--- src/rtl/bseq_pkg.sv ---
package bseq_pkg;

    localparam int BEAT_W    = 2;
    localparam int BURST_LEN = 1 << BEAT_W;

    typedef logic [BEAT_W-1:0] beat_t;

    typedef enum logic {
        ORD_LINEAR = 1'b0,
        ORD_XOR    = 1'b1
    } order_e;

    typedef struct packed {
        logic load;
        logic step;
    } ctl_t;

    function automatic beat_t order_low(beat_t start, beat_t beat, order_e ord);
        beat_t r;
        if (ord == ORD_XOR) r = start ^ beat;
        else                r = start + beat;
        return r;
    endfunction

endpackage

--- src/rtl/bseq_ctl.sv ---
module bseq_ctl
    import bseq_pkg::*;
(
    input  logic clk_en_n_i,
    input  logic op_valid_i,
    input  logic adv_i,
    output ctl_t ctl_o
);
    logic active;

    always_comb begin
        active     = !clk_en_n_i && op_valid_i;
        ctl_o.load = active && !adv_i;
        ctl_o.step = active && adv_i;
    end

endmodule

--- src/rtl/bseq_start_reg.sv ---
module bseq_start_reg
    import bseq_pkg::*;
#(
    parameter int ADDR_W = 20
) (
    input  logic              clk_i,
    input  logic              rst_i,
    input  logic              load_i,
    input  logic              mode_i,
    input  logic [ADDR_W-1:0] addr_i,
    output logic [ADDR_W-1:0] base_o,
    output order_e            ord_o
);
    localparam int UP_W = ADDR_W - BEAT_W;

    beat_t start_q;

    always_ff @(posedge clk_i) begin
        if (rst_i) begin
            start_q <= '0;
            ord_o   <= ORD_LINEAR;
        end else if (load_i) begin
            start_q <= addr_i[BEAT_W-1:0];
            ord_o   <= order_e'(mode_i);
        end
    end

    generate
        if (UP_W > 0) begin : g_upper
            logic [UP_W-1:0] upper_q;
            always_ff @(posedge clk_i) begin
                if (rst_i)       upper_q <= '0;
                else if (load_i) upper_q <= addr_i[ADDR_W-1:BEAT_W];
            end
            assign base_o = {upper_q, start_q};
        end else begin : g_no_upper
            assign base_o = start_q;
        end
    endgenerate

    AST_ORD_HELD: assert property (@(posedge clk_i) disable iff (rst_i)
        !load_i |=> $stable(ord_o));

endmodule

--- src/rtl/bseq_beat_ctr.sv ---
module bseq_beat_ctr
    import bseq_pkg::*;
(
    input  logic  clk_i,
    input  logic  rst_i,
    input  ctl_t  ctl_i,
    output beat_t beat_o
);
    always_ff @(posedge clk_i) begin
        if (rst_i || ctl_i.load) beat_o <= '0;
        else if (ctl_i.step)     beat_o <= beat_o + beat_t'(1);
    end

    AST_BEAT_RESTART: assert property (@(posedge clk_i) disable iff (rst_i)
        ctl_i.load |=> beat_o == '0);

    AST_BEAT_IDLE: assert property (@(posedge clk_i) disable iff (rst_i)
        !ctl_i.load && !ctl_i.step |=> $stable(beat_o));

endmodule

--- src/rtl/bseq_addr_gen.sv ---
module bseq_addr_gen
    import bseq_pkg::*;
#(
    parameter int ADDR_W = 20
) (
    input  logic              clk_i,
    input  logic              rst_i,
    input  logic              clk_en_n_i,
    input  logic              op_valid_i,
    input  logic              adv_i,
    input  logic              mode_i,
    input  logic [ADDR_W-1:0] addr_i,
    output logic [ADDR_W-1:0] addr_o,
    output logic [BEAT_W-1:0] beat_o
);
    ctl_t              ctl;
    logic [ADDR_W-1:0] base;
    order_e            ord;
    beat_t             beat;
    beat_t             low;

    bseq_ctl u_ctl (
        .clk_en_n_i (clk_en_n_i),
        .op_valid_i (op_valid_i),
        .adv_i      (adv_i),
        .ctl_o      (ctl)
    );

    bseq_start_reg #(.ADDR_W(ADDR_W)) u_start (
        .clk_i  (clk_i),
        .rst_i  (rst_i),
        .load_i (ctl.load),
        .mode_i (mode_i),
        .addr_i (addr_i),
        .base_o (base),
        .ord_o  (ord)
    );

    bseq_beat_ctr u_ctr (
        .clk_i  (clk_i),
        .rst_i  (rst_i),
        .ctl_i  (ctl),
        .beat_o (beat)
    );

    always_comb begin
        low    = order_low(base[BEAT_W-1:0], beat, ord);
        addr_o = base;
        addr_o[BEAT_W-1:0] = low;
        beat_o = beat;
    end

    AST_RESET_CLEAR: assert property (@(posedge clk_i)
        rst_i |=> addr_o == '0 && beat_o == '0);

    AST_LOAD_ADDR: assert property (@(posedge clk_i) disable iff (rst_i)
        !clk_en_n_i && op_valid_i && !adv_i |=>
            addr_o == $past(addr_i) && beat_o == '0);

    AST_STEP_BEAT: assert property (@(posedge clk_i) disable iff (rst_i)
        !clk_en_n_i && op_valid_i && adv_i |=>
            beat_o == beat_t'($past(beat_o) + beat_t'(1)));

    AST_XOR_ORDER: assert property (@(posedge clk_i) disable iff (rst_i)
        ord == ORD_XOR |-> (addr_o[BEAT_W-1:0] ^ base[BEAT_W-1:0]) == beat_o);

    AST_LIN_ORDER: assert property (@(posedge clk_i) disable iff (rst_i)
        ord == ORD_LINEAR |-> beat_t'(addr_o[BEAT_W-1:0] - base[BEAT_W-1:0]) == beat_o);

    AST_UPPER_FIXED: assert property (@(posedge clk_i) disable iff (rst_i)
        !clk_en_n_i && op_valid_i && adv_i |=>
            addr_o[ADDR_W-1:BEAT_W] == $past(addr_o[ADDR_W-1:BEAT_W]));

    AST_SUSPEND_HOLD: assert property (@(posedge clk_i) disable iff (rst_i)
        clk_en_n_i |=> $stable(addr_o) && $stable(beat_o));

    AST_UNQUAL_HOLD: assert property (@(posedge clk_i) disable iff (rst_i)
        !op_valid_i |=> $stable(addr_o) && $stable(beat_o));

endmodule

--- config.mk ---
export PLATFORM = sky130hd
export DESIGN_NAME = bseq_addr_gen
export DESIGN_NICKNAME = d
export VERILOG_FILES = /design/src/rtl/bseq_pkg.sv /design/src/rtl/bseq_ctl.sv /design/src/rtl/bseq_start_reg.sv /design/src/rtl/bseq_beat_ctr.sv /design/src/rtl/bseq_addr_gen.sv
export SDC_FILE = /design/constraint.sdc
export NUM_CORES = 1
export LEC_CHECK = 0
export BUFFER_PORTS_ARGS = -buffer_cell sky130_fd_sc_hd__buf_2
export CORE_MARGIN = 2
export CORE_UTILIZATION = 46
export DETAILED_ROUTE_END_ITERATION = 10
export PLACE_DENSITY = 0.82
export SETUP_SLACK_MARGIN = 0.1
export SLEW_MARGIN = 15
export SYNTH_ARGS = -nofsm -noshare
export SYNTH_HDL_FRONTEND = slang
export SYNTH_HIERARCHICAL = 1
export SYNTH_SLANG_ARGS = --single-unit
--- constraint.sdc ---
create_clock -name clk_i -period 2.4 [get_ports clk_i]
set_input_delay 0.36 -clock clk_i [delete_from_list [all_inputs] [get_ports clk_i]]
set_output_delay 0.36 -clock clk_i [all_outputs]
set_load 0.05 [all_outputs]
==> summary.md <==
| Metric | Value |
|---|---|
| Status | `finished clean` |
| Clk_lat worst skew | `0.29 ns` |
| Num rows | `15` |
| Critical path type | `register to output pin` |
| Worst endpoint required time | `2.04 ns` |
| P_sw | `0.1953 mW` |
| Clk pin slew, worst setup/hold paths | `0.12 ns` |
| Post-CTS Resized | `0` |
| Share of cells above drive strength 1 | `0.4219` |
| Vias/cell | `4.680` |
| RD Place Congestion | `0.6356` |
| GRT Overall Usage | `0.1598` |
| Clock power frac | `0.244` |
| Maximum fanout along the worst path | `5` |
| Die width | `48.07 um` |
| Total Wirelength | `1705 um` |
| Post-CTS setup buffers | `0` |
| Core Footprint | `1783 sq um` |
| Syn Area/Cell | `11.03 sq um` |
| Hold Path Class | `primary input to register` |
| Crit path capture type | `output pin` |
| Tightest Pin Transition | `0.3940 ns` |
| Nets | `156` |
| Ports | `48` |
| Clock sink total | `23` |
| Minimum clock period | `1.800 ns` |
| Top cell type by total area after synthesis | `dfxtp_1` |
| Syn Nets | `108` |
| Post-Syn Area | `893.4 sq um` |
| Vias in the first global route | `623` |
| Antenna viol nets, final | `0` |
| Max Cap Viol | `0` |
| Sw Share | `0.2812` |
| Final instance area | `1159 sq um` |
| Rel. slew slack | `0.7373` |
| Setup TNS | `0 ns` |
| Total global routing overflow | `0` |
| Area Overhead vs Synth | `29.69%` |
| CP max-delay cell | `dfxtp_1` |
| Comb pwr share | `0.177` |
| Synth Register Bits | `23` |
| Register area share after synthesis | `0.5154` |
| Cells after synthesis | `81` |
| Initial drt markers | `7` |
| Seq pwr share | `0.578` |
| Leak pwr | `0.5531 nW` |
| Die area | `2311 sq um` |
| Final Hold Viols | `0` |
| Power Internal | `0.4992 mW` |
| Antenna violations before repair | `0` |
| Via count | `716` |
| Power per cell area | `599.4 nW/um^2` |
| Remaining DRCs | `0` |
| Synth Warn # | `6` |
| Final setup vio count | `0` |
| N_diodes | `0` |
| Slew Viols, Final | `0` |
| Crit path launch type | `register` |
| Clock Tree Root | `clkbuf_4` |
| Post-synth cell types | `15` |
| Crit share post-route | `0.7498` |
| CTS tree | `done` |
| First-pass DRT Iterations | `4` |
| Unrepaired setup endpoints after global routing | `false` |
| Largest net degree at the start of global routing | `24` |
| Die Span Y | `48.07 um` |
| First-pass GRT wire length | `2587 um` |
| Placed instance area | `1131 sq um` |
| Delay of the slowest cell on the worst path | `0.43 ns` |
| Share of the synthesized area in the top cell type | `0.5154` |
| IO Port Bufs | `47` |
| Cell family with most CP delay | `flip-flops` |
| Largest cells by area after synthesis | `dfxtp_1 (52%), mux2i_1 (24%), nor2_1 (8.8%)` |
| Crit path cell chain | `ha_1 -> nor2b_1 -> xnor2_1 -> buf_2` |
| Routed WL per cell | `11.14 um` |
| HPWL Detailed | `1281 um` |
| Maximum vdd drop | `0.0003977 V` |
| Initial core utilization | `0.5011` |
| Peak Freq | `555.7 MHz` |
| Clock buffer depth | `2` |
| Skew final | `0.00006842 ns` |
| Arr. time, crit path | `1.44 ns` |
| Htree depth | `1` |
| Cts bufs inserted | `3` |
| CTS Hold Buffers Added | `0` |
| CP bufs+invs | `1` |
[power groups by stage]
stage / registers (mW) / clock network [mW] / logic (mW)
after floorplan: 0.449 / 0 / 0.0481
after global placement: 0.409 / 0 / 0.122
after detailed placement: 0.410 / 0 / 0.124
after CTS: 0.402 / 0.177 / 0.124
after global routing: 0.404 / 0.195 / 0.132
final: 0.402 / 0.170 / 0.123
[worst paths after layout]
check	endpoint	start	cells past startpoint	slack (ns)
max	addr_o[1]	u_ctr/beat_o[0]$_SDFFE_PP0P_	4	0.60
max reg2reg	u_ctr/beat_o[1]$_SDFFE_PP0P_	u_ctr/beat_o[1]$_SDFFE_PP0P_	2	1.52
min	u_start/g_upper.upper_q[17]$_SDFFE_PP0P_	addr_i[19]	3	0.28
min reg2reg	u_start/g_upper.upper_q[16]$_SDFFE_PP0P_	u_start/g_upper.upper_q[16]$_SDFFE_PP0P_	2	0.50
[worst reg2reg max path: cells and delay by family (launching register included)]
| family | cells | cell delay [ns] |
|---|---|---|
| DFF | 1 | 0.41 |
| AOI/OAI and AO/OA | 2 | 0.40 |
[cell usage after synthesis]
library cell and number:
dfxtp_1 23, mux2i_1 21, nor2_1 21, xnor2_1 3, buf_8 2, clkbuf_1 2, a211oi_2 1, a21bo_1 1
and3b_1 1, clkbuf_2 1, ha_1 1, nand3b_1 1, nor2b_1 1, nor3_1 1, nor3b_2 1
[area by class of cell]
cell class / instances / area [sq um]
clock buffers: 3 / 22.52
clock inverters: 1 / 5.005
fillers: 163 / 624.3
multi-input cells: 53 / 396.6
flip-flops and latches: 23 / 460.4
well taps: 25 / 31.28
repair buffers: 48 / 242.7
[flip-flops by register name, indices dropped and copies added, names as in the netlist]
register                 count
u_start/start_q              2
u_start/ord_o                1
u_ctr/beat_o                 2
u_start/g_upper.upper_q     18
[layout by cell type, fill, tap and decap left out]
cell / synthesis / final
a211oi_2: 1 / 1
a21bo_1: 1 / 1
and3b_1: 1 / 1
buf_2: 0 / 47
buf_4: 0 / 1
clkbuf_4: 0 / 3
clkinv_2: 0 / 1
dfxtp_1: 23 / 23
ha_1: 1 / 1
mux2i_1: 21 / 21
nand3b_1: 1 / 1
nor2_1: 21 / 21
nor2b_1: 1 / 1
nor3_1: 1 / 1
nor3b_4: 0 / 1
xnor2_1: 3 / 3
[through the flow]
stage	cells	util	hold WS, ns	setup slack (ns)	total power [mW]
3_5_place_dp	149	0.6344	0.4793	0.9116	0.5344
2_1_floorplan	81	-	0.4246	0.3155	0.4974
4_1_cts	153	0.6498	0.2763	0.5806	0.7034
3_3_place_gp	149	0.6344	0.4675	0.9614	0.5313
6_report	153	0.6498	0.2839	0.6004	0.6945
5_1_grt	153	0.6498	0.2766	0.4659	0.7307
[logic make-up after synthesis]
logic type,share of synthesized area
AO/OA/AOI/OAI,0.02521
adder cells (fa/ha/maj),0.01400
flip-flops,0.5154
multiplexers,0.2353
buffers and inverters,0.04762
XOR/XNOR,0.02942
AND/OR/NAND/NOR,0.1331
[per-layer routing]
metal	GRT usage	up-vias	wire [um]
met5	0	-	0
met3	0.03396	0	131
li1	-	366	-
met1	0.1831	317	691
met4	0.03243	0	0
met2	0.3013	33	881
Note: power is estimated with default switching activity, not from simulation.
